**src/rtl/cwm_pkg.sv**
```systemverilog
package cwm_pkg;
  typedef enum logic [1:0] {
    ST_IDLE = 2'd0,
    ST_WAIT = 2'd1,
    ST_LIVE = 2'd2
  } arm_state_e;

  typedef struct packed {
    logic hi;
    logic lo;
  } side_t;
endpackage

```
**src/rtl/cwm_window.sv**
```systemverilog
module cwm_window #(
  parameter int SAMPLE_W = 24
) (
  input  logic signed [SAMPLE_W-1:0] base_i,
  input  logic signed [SAMPLE_W-1:0] sample_i,
  input  logic        [SAMPLE_W-2:0] margin_hi_i,
  input  logic        [SAMPLE_W-2:0] margin_lo_i,
  output logic                       above_o,
  output logic                       below_o
);
  localparam int XW = SAMPLE_W + 1;
  localparam logic signed [XW-1:0] TOP_X = {2'b00, {(SAMPLE_W-1){1'b1}}};
  localparam logic signed [XW-1:0] BOT_X = {2'b11, {(SAMPLE_W-1){1'b0}}};

  logic signed [XW-1:0] base_x, sum_hi, sum_lo;
  logic signed [SAMPLE_W-1:0] upper, lower;

  always_comb begin
    base_x = {base_i[SAMPLE_W-1], base_i};
    sum_hi = base_x + $signed({2'b00, margin_hi_i});
    sum_lo = base_x - $signed({2'b00, margin_lo_i});
    // clamp into the sample range so a large margin cannot wrap
    upper  = (sum_hi > TOP_X) ? TOP_X[SAMPLE_W-1:0] : sum_hi[SAMPLE_W-1:0];
    lower  = (sum_lo < BOT_X) ? BOT_X[SAMPLE_W-1:0] : sum_lo[SAMPLE_W-1:0];
  end

  assign above_o = sample_i > upper;
  assign below_o = sample_i < lower;
endmodule

```
**src/rtl/cwm_run_count.sv**
```systemverilog
module cwm_run_count #(
  parameter int CNT_W = 4
) (
  input  logic             clk_i,
  input  logic             rst_ni,
  input  logic             flush_i,
  input  logic             step_i,
  input  logic             bad_i,
  input  logic [CNT_W-1:0] limit_i,
  output logic [CNT_W-1:0] cnt_o,
  output logic             reach_o
);
  logic [CNT_W-1:0] cnt_q, cnt_inc, eff_lim;

  assign cnt_inc = (&cnt_q) ? cnt_q : cnt_q + CNT_W'(1);
  assign eff_lim = (limit_i == '0) ? CNT_W'(1) : limit_i;
  assign reach_o = step_i & bad_i & (cnt_inc >= eff_lim);
  assign cnt_o   = cnt_q;

  always_ff @(posedge clk_i or negedge rst_ni) begin
    if (!rst_ni)      cnt_q <= '0;
    else if (flush_i) cnt_q <= '0;
    else if (step_i)  cnt_q <= bad_i ? cnt_inc : '0;
  end
endmodule

```
**src/rtl/cur_window_mon.sv**
```systemverilog
module cur_window_mon
  import cwm_pkg::*;
#(
  parameter int SAMPLE_W = 24,
  parameter int CNT_W    = 4
) (
  input  logic                       clk_i,
  input  logic                       rst_ni,
  input  logic signed [SAMPLE_W-1:0] sample_i,
  input  logic                       sample_vld_i,
  input  logic        [SAMPLE_W-2:0] margin_hi_i,
  input  logic        [SAMPLE_W-2:0] margin_lo_i,
  input  logic        [CNT_W-1:0]    trip_count_i,
  input  logic                       arm_i,
  input  logic                       clear_i,
  output logic                       alarm_good_o,
  output logic                       armed_o,
  output logic signed [SAMPLE_W-1:0] baseline_o,
  output logic        [CNT_W-1:0]    bad_count_o,
  output logic                       trip_hi_o,
  output logic                       trip_lo_o
);
  arm_state_e st_q;
  side_t      side_q;
  logic signed [SAMPLE_W-1:0] base_q;
  logic trip_q, clr_pend_q;
  logic capture, check, above, below, bad, reach;

  assign capture = (st_q == ST_WAIT) & sample_vld_i & ~arm_i;
  assign check   = (st_q == ST_LIVE) & sample_vld_i & ~arm_i;
  assign bad     = above | below;

  cwm_window #(.SAMPLE_W(SAMPLE_W)) u_window (
    .base_i      (base_q),
    .sample_i    (sample_i),
    .margin_hi_i (margin_hi_i),
    .margin_lo_i (margin_lo_i),
    .above_o     (above),
    .below_o     (below)
  );

  cwm_run_count #(.CNT_W(CNT_W)) u_count (
    .clk_i   (clk_i),
    .rst_ni  (rst_ni),
    .flush_i (arm_i | capture),
    .step_i  (check),
    .bad_i   (bad),
    .limit_i (trip_count_i),
    .cnt_o   (bad_count_o),
    .reach_o (reach)
  );

  always_ff @(posedge clk_i or negedge rst_ni) begin
    if (!rst_ni) begin
      st_q   <= ST_IDLE;
      base_q <= '0;
    end else if (arm_i) begin
      st_q <= ST_WAIT;
    end else if (capture) begin
      st_q   <= ST_LIVE;
      base_q <= sample_i;
    end
  end

  always_ff @(posedge clk_i or negedge rst_ni) begin
    if (!rst_ni)                clr_pend_q <= 1'b0;
    else if (clear_i)           clr_pend_q <= 1'b1;
    else if (capture || check)  clr_pend_q <= 1'b0;
  end

  always_ff @(posedge clk_i or negedge rst_ni) begin
    if (!rst_ni) begin
      trip_q <= 1'b0;
      side_q <= '0;
    end else if (capture) begin
      trip_q <= 1'b0;
      side_q <= '0;
    end else if (check) begin
      if (reach) begin
        trip_q <= 1'b1;
        if (!trip_q) side_q <= '{hi: above, lo: below};
      end else if (!bad && clr_pend_q) begin
        trip_q <= 1'b0;
        side_q <= '0;
      end
    end
  end

  assign armed_o      = (st_q == ST_LIVE);
  assign alarm_good_o = armed_o & ~trip_q;
  assign baseline_o   = base_q;
  assign trip_hi_o    = side_q.hi;
  assign trip_lo_o    = side_q.lo;
endmodule

```
**config.mk**
```make
export PLATFORM = sky130hd
export DESIGN_NAME = cur_window_mon
export DESIGN_NICKNAME = d
export VERILOG_FILES = /design/src/rtl/cwm_pkg.sv /design/src/rtl/cwm_window.sv /design/src/rtl/cwm_run_count.sv /design/src/rtl/cur_window_mon.sv
export SDC_FILE = /design/constraint.sdc
export NUM_CORES = 1
export LEC_CHECK = 0
export BUFFER_PORTS_ARGS = -buffer_cell sky130_fd_sc_hd__buf_2
export CORE_ASPECT_RATIO = 0.75
export CORE_MARGIN = 2
export CORE_UTILIZATION = 26
export CTS_CLUSTER_DIAMETER = 150
export DETAILED_ROUTE_END_ITERATION = 10
export PLACE_DENSITY = 0.45
export SYNTH_ARGS = -nofsm -noshare
export SYNTH_HDL_FRONTEND = slang
export SYNTH_SLANG_ARGS = --single-unit
```
**constraint.sdc**
```tcl
create_clock -name clk_i -period 4.6 [get_ports clk_i]
set_input_delay 0.46 -clock clk_i [delete_from_list [all_inputs] [get_ports clk_i]]
set_output_delay 0.46 -clock clk_i [all_outputs]
set_load 0.1 [all_outputs]
```
# ---- Word level (Yosys, flattened, before mapping)
# Cells that the tools add are included.
dict set report totals {
  register_bits 34
  in_bits 79
  out_inout_bits 32
  elab_cells 62
}
dict set report classes {
  addsub 3
  order_cmp 5
  n_eq_ne 3
  n_mux 20
  n_bitwise 11
  reduce_logical 13
}
# operator count
set op_table {}
lappend op_table {{$mux W24} 2}
lappend op_table {{$add A24 B24 Y25} 1}
lappend op_table {{$gt A25 B24 Y1 const B} 1}
lappend op_table {{$lt A25 B24 Y1 const B} 1}
lappend op_table {{$sub A24 B24 Y25} 1}
lappend op_table {{$gt A24 B24 Y1} 1}
lappend op_table {{$lt A24 B24 Y1} 1}
lappend op_table {{$mux W4} 5}
lappend op_table {{$mux W2} 7}
lappend op_table {{$reduce_bool A2 Y1} 4}
lappend op_table {{$and A1 B1 Y1} 7}
lappend op_table {{$mux W1} 6}
lappend op_table {{$add A4 B1 Y4 const B} 1}
lappend op_table {{$ge A4 B4 Y1} 1}
lappend op_table {{$logic_not A4 Y1} 1}
lappend op_table {{$reduce_and A2 Y1} 2}
lappend op_table {{$reduce_and A4 Y1} 1}
lappend op_table {{$ne A3 B3 Y1 const B} 1}
lappend op_table {{$reduce_and A3 Y1} 1}
lappend op_table {{$reduce_bool A3 Y1} 1}
lappend op_table {{$eq A2 B1 Y1 const B} 1}
lappend op_table {{$eq A2 B2 Y1 const B} 1}
lappend op_table {{$not A1 Y1} 2}
lappend op_table {{$or A1 B1 Y1} 2}
lappend op_table {{3 further kinds} 3}

# ---- Logic depth before layout (Yosys ltp)
dict set report depth {
  word_depth 11
  mapped_depth 23
  mapped_depth_nobuf 23
}

# ---- By module
# Synthesis repeated with hierarchy kept, for this count alone.
dict set report hier_totals {
  hier_cells 628
  area_unflattened_um2 5313.8
}
# module instances cells_per_inst area_per_inst_um2 seq_area_each_um2
set by_module_without_submodules {}
lappend by_module_without_submodules {cwm_window 1 497 3659.8 0.0}
lappend by_module_without_submodules {cur_window_mon 1 86 1288.7 750.7}
lappend by_module_without_submodules {cwm_run_count 1 45 365.4 100.1}

# ---- Worst setup path after synthesis
# Ideal clock, no wire load.
dict set report synth_timing {
  path_type {register to register}
  startpoint {reg base_q[0], in the netlist baseline_o[0]}
  endpoint {reg side_q, in the netlist trip_hi_o}
  setup_ns 0.090
  t_arrival_ns 5.216
  required_ns 4.510
  slack_ns -0.706
  stages_incl_launch_ff 23
  path_buffers 1
  period_less_slack_ns 5.306
  path_cell_list {dfrtp_1 > ha_1 > fa_1 > a21o_1 > a21oi_1 > o31a_1 > o211ai_2 > a221oi_2 > a22o_1 > or4_4 > mux2i_4 > buf_6 > nor2_2 > ha_1 > and4b_1 > a211oi_1 > o221ai_1 > a211o_1 > o32ai_1 > o21ai_0 > mux2i_2 > a21oi_1 > o221ai_1}
}
dict set report synth_between {
  elab_chain_len 10
  word_cells_on_any_way 20
  cone_classes {2 x add/sub; 4 x order compare; 1 x eq/ne; 6 x mux; 3 x bitwise; 4 x reduce/logical}
}
# element line
set synth_rtl {}
lappend synth_rtl {{start: declaration} cur_window_mon.sv:25} ;# logic signed [SAMPLE_W-1:0] base_q;
lappend synth_rtl {{start signal: assignment} cur_window_mon.sv:61} ;# base_q <= sample_i;
lappend synth_rtl {{$add A24 B24 Y25 / $sub A24 B24 Y25 (equally long branches)} {cwm_window.sv:20, cwm_window.sv:21}}
lappend synth_rtl {{$gt A25 B24 Y1 / $lt A25 B24 Y1 (equally long branches)} {cwm_window.sv:23, cwm_window.sv:24}}
lappend synth_rtl {{$mux W24 (on tied branches)} {cwm_window.sv:23, cwm_window.sv:24}}
lappend synth_rtl {{$gt A24 B24 Y1 / $lt A24 B24 Y1 (equally long branches)} {cwm_window.sv:27, cwm_window.sv:28}}
lappend synth_rtl {{$or A1 B1 Y1} cur_window_mon.sv:31} ;# assign bad = above | below;
lappend synth_rtl {{$and A1 B1 Y1 (2 in series)} cwm_run_count.sv:17} ;# assign reach_o = step_i & bad_i & (cnt_inc >= eff_lim);
lappend synth_rtl {{$mux W2} cur_window_mon.sv:79} ;# if (reach) begin
lappend synth_rtl {{$mux W2} cur_window_mon.sv:78} ;# end else if (check) begin
lappend synth_rtl {{$mux W2} cur_window_mon.sv:75} ;# end else if (capture) begin
lappend synth_rtl {{end signal: assignment} cur_window_mon.sv:81} ;# if (!trip_q) side_q <= '{hi: above, lo: below};
lappend synth_rtl {{end: declaration} cur_window_mon.sv:24} ;# side_t side_q;
# Several ways; a longest one is shown, not always the timed one. The select of a mux whose other input is x is not followed.
# A chain may end at the register's enable or synchronous reset.

# ---- Worst setup path after layout
dict set report layout_timing {
  startpoint {reg base_q[5], in the netlist baseline_o[5]}
  endpoint {reg u_count.cnt_q[3], in the netlist u_count.cnt_o[3]}
}
dict set report layout_between {
  elab_chain_len 8
  word_cells_on_any_way 12
  cone_classes {2 x add/sub; 4 x order compare; 5 x mux; 1 x bitwise}
}
# element line
set layout_rtl {}
lappend layout_rtl {{$add A24 B24 Y25 / $sub A24 B24 Y25 (equally long branches)} {cwm_window.sv:20, cwm_window.sv:21}}
lappend layout_rtl {{$gt A25 B24 Y1 / $lt A25 B24 Y1 (equally long branches)} {cwm_window.sv:23, cwm_window.sv:24}}
lappend layout_rtl {{$mux W24 (on tied branches)} {cwm_window.sv:23, cwm_window.sv:24}}
lappend layout_rtl {{$gt A24 B24 Y1 / $lt A24 B24 Y1 (equally long branches)} {cwm_window.sv:27, cwm_window.sv:28}}
lappend layout_rtl {{$or A1 B1 Y1 *} cur_window_mon.sv:31}
lappend layout_rtl {{$mux W4 * (2 in series)} cwm_run_count.sv:23} ;# else if (step_i) cnt_q <= bad_i ? cnt_inc : '0;
lappend layout_rtl {{$mux W4 *} cwm_run_count.sv:22} ;# else if (flush_i) cnt_q <= '0;
lappend layout_rtl {{end signal: assignment} cwm_run_count.sv:23}
lappend layout_rtl {{end: declaration} cwm_run_count.sv:13} ;# logic [CNT_W-1:0] cnt_q, cnt_inc, eff_lim;
# Every way passes the cells marked *; elsewhere a longest branch is shown, timed or not. The select of a mux whose other input is x is not followed.

==> metrics.txt <==
DR pass1 iterations 5; Reg2Reg Setup Slack -0.24 ns; Routed wire per std cell 15.9 um; Worst Clk Skew between 0.009 and 0.01 ns; Nets 1,101; register bit total from synthesis 34; largest net degree at the start of global routing 35; number of global-route vias before repair between 5,000 and 6,000; Fin Hold WS slightly below 0.3 ns; grt total ovfl 0; worst setup margin -0.235 ns; GRT Util Overall 17.9%; core area ~20,000 um2; crit start category flip-flop; Starting DRT DRC Count 277; layout overhead on the synthesized area 48.8%; Max transition margin between 30% and 40%; sequential fraction of the synthesis area 16.2%; maximum resistive drop on vdd ~220 uV; Critical Path AT 5.03 ns; DIE AREA roughly 21,000 um2; Area contributors post-synth ha_1 23%, dfrtp_1 16%, nand2_1 8.8%; fraction of final layout cells sized beyond drive strength 1 38.8%; routed wire length 18,800 um; Synth top area share a little under a quarter; hold crit path type in -> async; Commonest cells post-synth 123 x nand2_1, 98 x ha_1, 57 x a21oi_1; CTS sink count 34; crit end category flip-flop; slew of the pin with the lowest slew margin 0.924 ns; f_max 207 MHz; Leak Pwr 0.00395 uW; Initial Utilization 26.2%; fraction of synthesized area in multiplexers less than 1%; P per Cell Area 500 nW/um2; Worst R2R Start baseline_o[5]$_DFFE_PN0P_; Clock Tree Root clkbuf_16; Period minus WS final approximately 4.8 ns; Cell Area, Synth 5260 um2; worst setup path start baseline_o[5]$_DFFE_PN0P_; count leader, synth nand2_1; num ports 111; number of cells on the worst reg-to-reg path 22; Async SR Flop Fraction between 90% and 100%; Core Rows 45; first-pass GRT wire length 30,100 um; largest family of logic cells by synthesized area compound AO/OA/AOI/OAI gates; Routed Antenna Nets 0; violations in the final reports negative setup slack; Die X 168 um; clock network latency to the later pin of the worst-skew pair about 0.3 ns; routed via count 5,742; Final Power 3910 uW; Avg Inst Size Synth 7.66 um2; hpwl dp 15,600 um; Post-Syn Nets between 800 and 900; clock-pin slew on the worst setup and hold paths 0.07 ns; Post-Synth Simple-Gate Area 22.4%; leading area contributor after synthesis ha_1; Die Ht about 130 um; Yosys warning total 0; outcome complete, but fails checks; I/O Buffers 110; Crit Path Category reg -> reg; TritonCTS buffer count 5; Fin Setup TNS -1.34 ns; CTS H-tree lvls 2; Post-Synthesis Cells around 700; gpl congestion 0.827; RSZ-0062 raised after global routing yes; DR vias/cell 4.86; max cap viols 0; Fin. Hold Viols 0; Post-Route Utilization 39.0%; initial antenna violation count 0; XOR/XNOR Fraction of Synth Area 5.33%; synth unique cells 68; R2R Path End u_count.cnt_o[3]$_DFFE_PN0P_; EDFF count, synth 0; Clock Path Buffers 2; ant diodes 0; count of endpoints failing setup in the final report 7; adder-cell share of the synthesized area 24.1%; max-slew violations 0; data required time of the critical path 4.79 ns; Remaining DRCs 0; TritonCTS clock tree yes; ys flop type dfrtp_1; CP Max Fanout 5; Compound-Gate Fraction of Synth Area 26.4%; fin crit share 105%
-- repair_timing --
action / 4_1_cts / 5_1_grt
setup endpoints to repair: 7 / 7
cloned: 1 / 0
hold buffers: 0 / 0
pin swaps: 19 / 20
gates resized for setup: 33 / 21
setup buffers: 8 / 4
-- sequential cells by signal, indices dropped and copies added (netlist names) --
signal and count:
trip_lo_o 1, st_q 2, baseline_o 24, trip_hi_o 1, clr_pend_q 1, trip_q 1, u_count.cnt_o 4
-- per-stage QoR --
stage                     instances  worst slack (ns)  instance area (um2)
after detailed placement       1161            -0.531                 7220
final                          1181            -0.235                 7820
after global routing           1181            -0.503                 7820
after floorplan                 686            -0.174                 5500
after CTS                      1178            -0.284                 7690
after global placement         1161            -0.436                 7220
-- worst max-delay path, stage by stage (launching register included) --
cell and delay, ns:
dfrtp_4 0.49, ha_4 0.30, nand3_4 0.08, or2_0 0.21, o31a_1 0.30, o211ai_2 0.13, a221oi_2 0.11, a22o_1 0.23
or4_4 0.49, mux2i_4 0.32, buf_4 0.22, a21oi_2 0.04, ha_1 0.29, a21o_1 0.18, a21o_1 0.17, a21oi_1 0.26
o31ai_2 0.13, o32ai_4 0.18, o21bai_2 0.13, mux2i_4 0.20, buf_6 0.13, nand3b_1 0.09, nand2_1 0.05
-- worst max path at each step --
stage | endpoint | depth (start not counted)
global placement | trip_hi_o$_DFFE_PN0P_ | 22
floorplan | trip_hi_o$_DFFE_PN0P_ | 21
global route | trip_lo_o$_DFFE_PN0P_ | 23
CTS | u_count.cnt_o[3]$_DFFE_PN0P_ | 23
finish | u_count.cnt_o[3]$_DFFE_PN0P_ | 22
detailed placement | trip_hi_o$_DFFE_PN0P_ | 22
-- per-layer routing --
layer | up-vias | GRT usage [%] | wire length (um)
met2 | 142 | 26.3 | 7420
met5 | - | 0 | 0
li1 | 2952 | - | -
met3 | 15 | 3.53 | 944
met1 | 2633 | 27.4 | 10300
met4 | 0 | 2.28 | 131
-- power breakdown --
group	switching (uW)	internal, uW	leakage [uW]
logic	1700	1310	0.00347
clock network	162	312	0.0000940
registers	56.7	364	0.000393
total	1920	1990	0.00395
-- final cells by class --
class / instances / area (um2)
timing repair buffer: 239 / 1550
inverter: 52 / 198
tap: 258 / 323
sequential: 34 / 888
clock buffer: 5 / 125
fill: 2099 / 12200
multi-input combinational: 590 / 4660
clock inverter: 3 / 68.8
-- kinds of logic after synthesis --
family          after synthesis
compound gates              205
xor+xnor                     32
fa+ha+maj                   100
buf+inv                      62
flops                        34
mux                           3
simple gates                250
-- layout by cell type, fill, tap and decap left out, drive strengths merged, types with 8 or more instances in the layout --
master	n
o21ai	38
xnor2	18
o211ai	8
nor2	51
a21o	32
ha	98
xor2	14
nand3	15
dfrtp	34
nand2	124
nor3	11
nand4	8
nand2b	9
inv	52
buf	239
o21a	9
a21oi	58
Power figures use the tool's default switching activity.
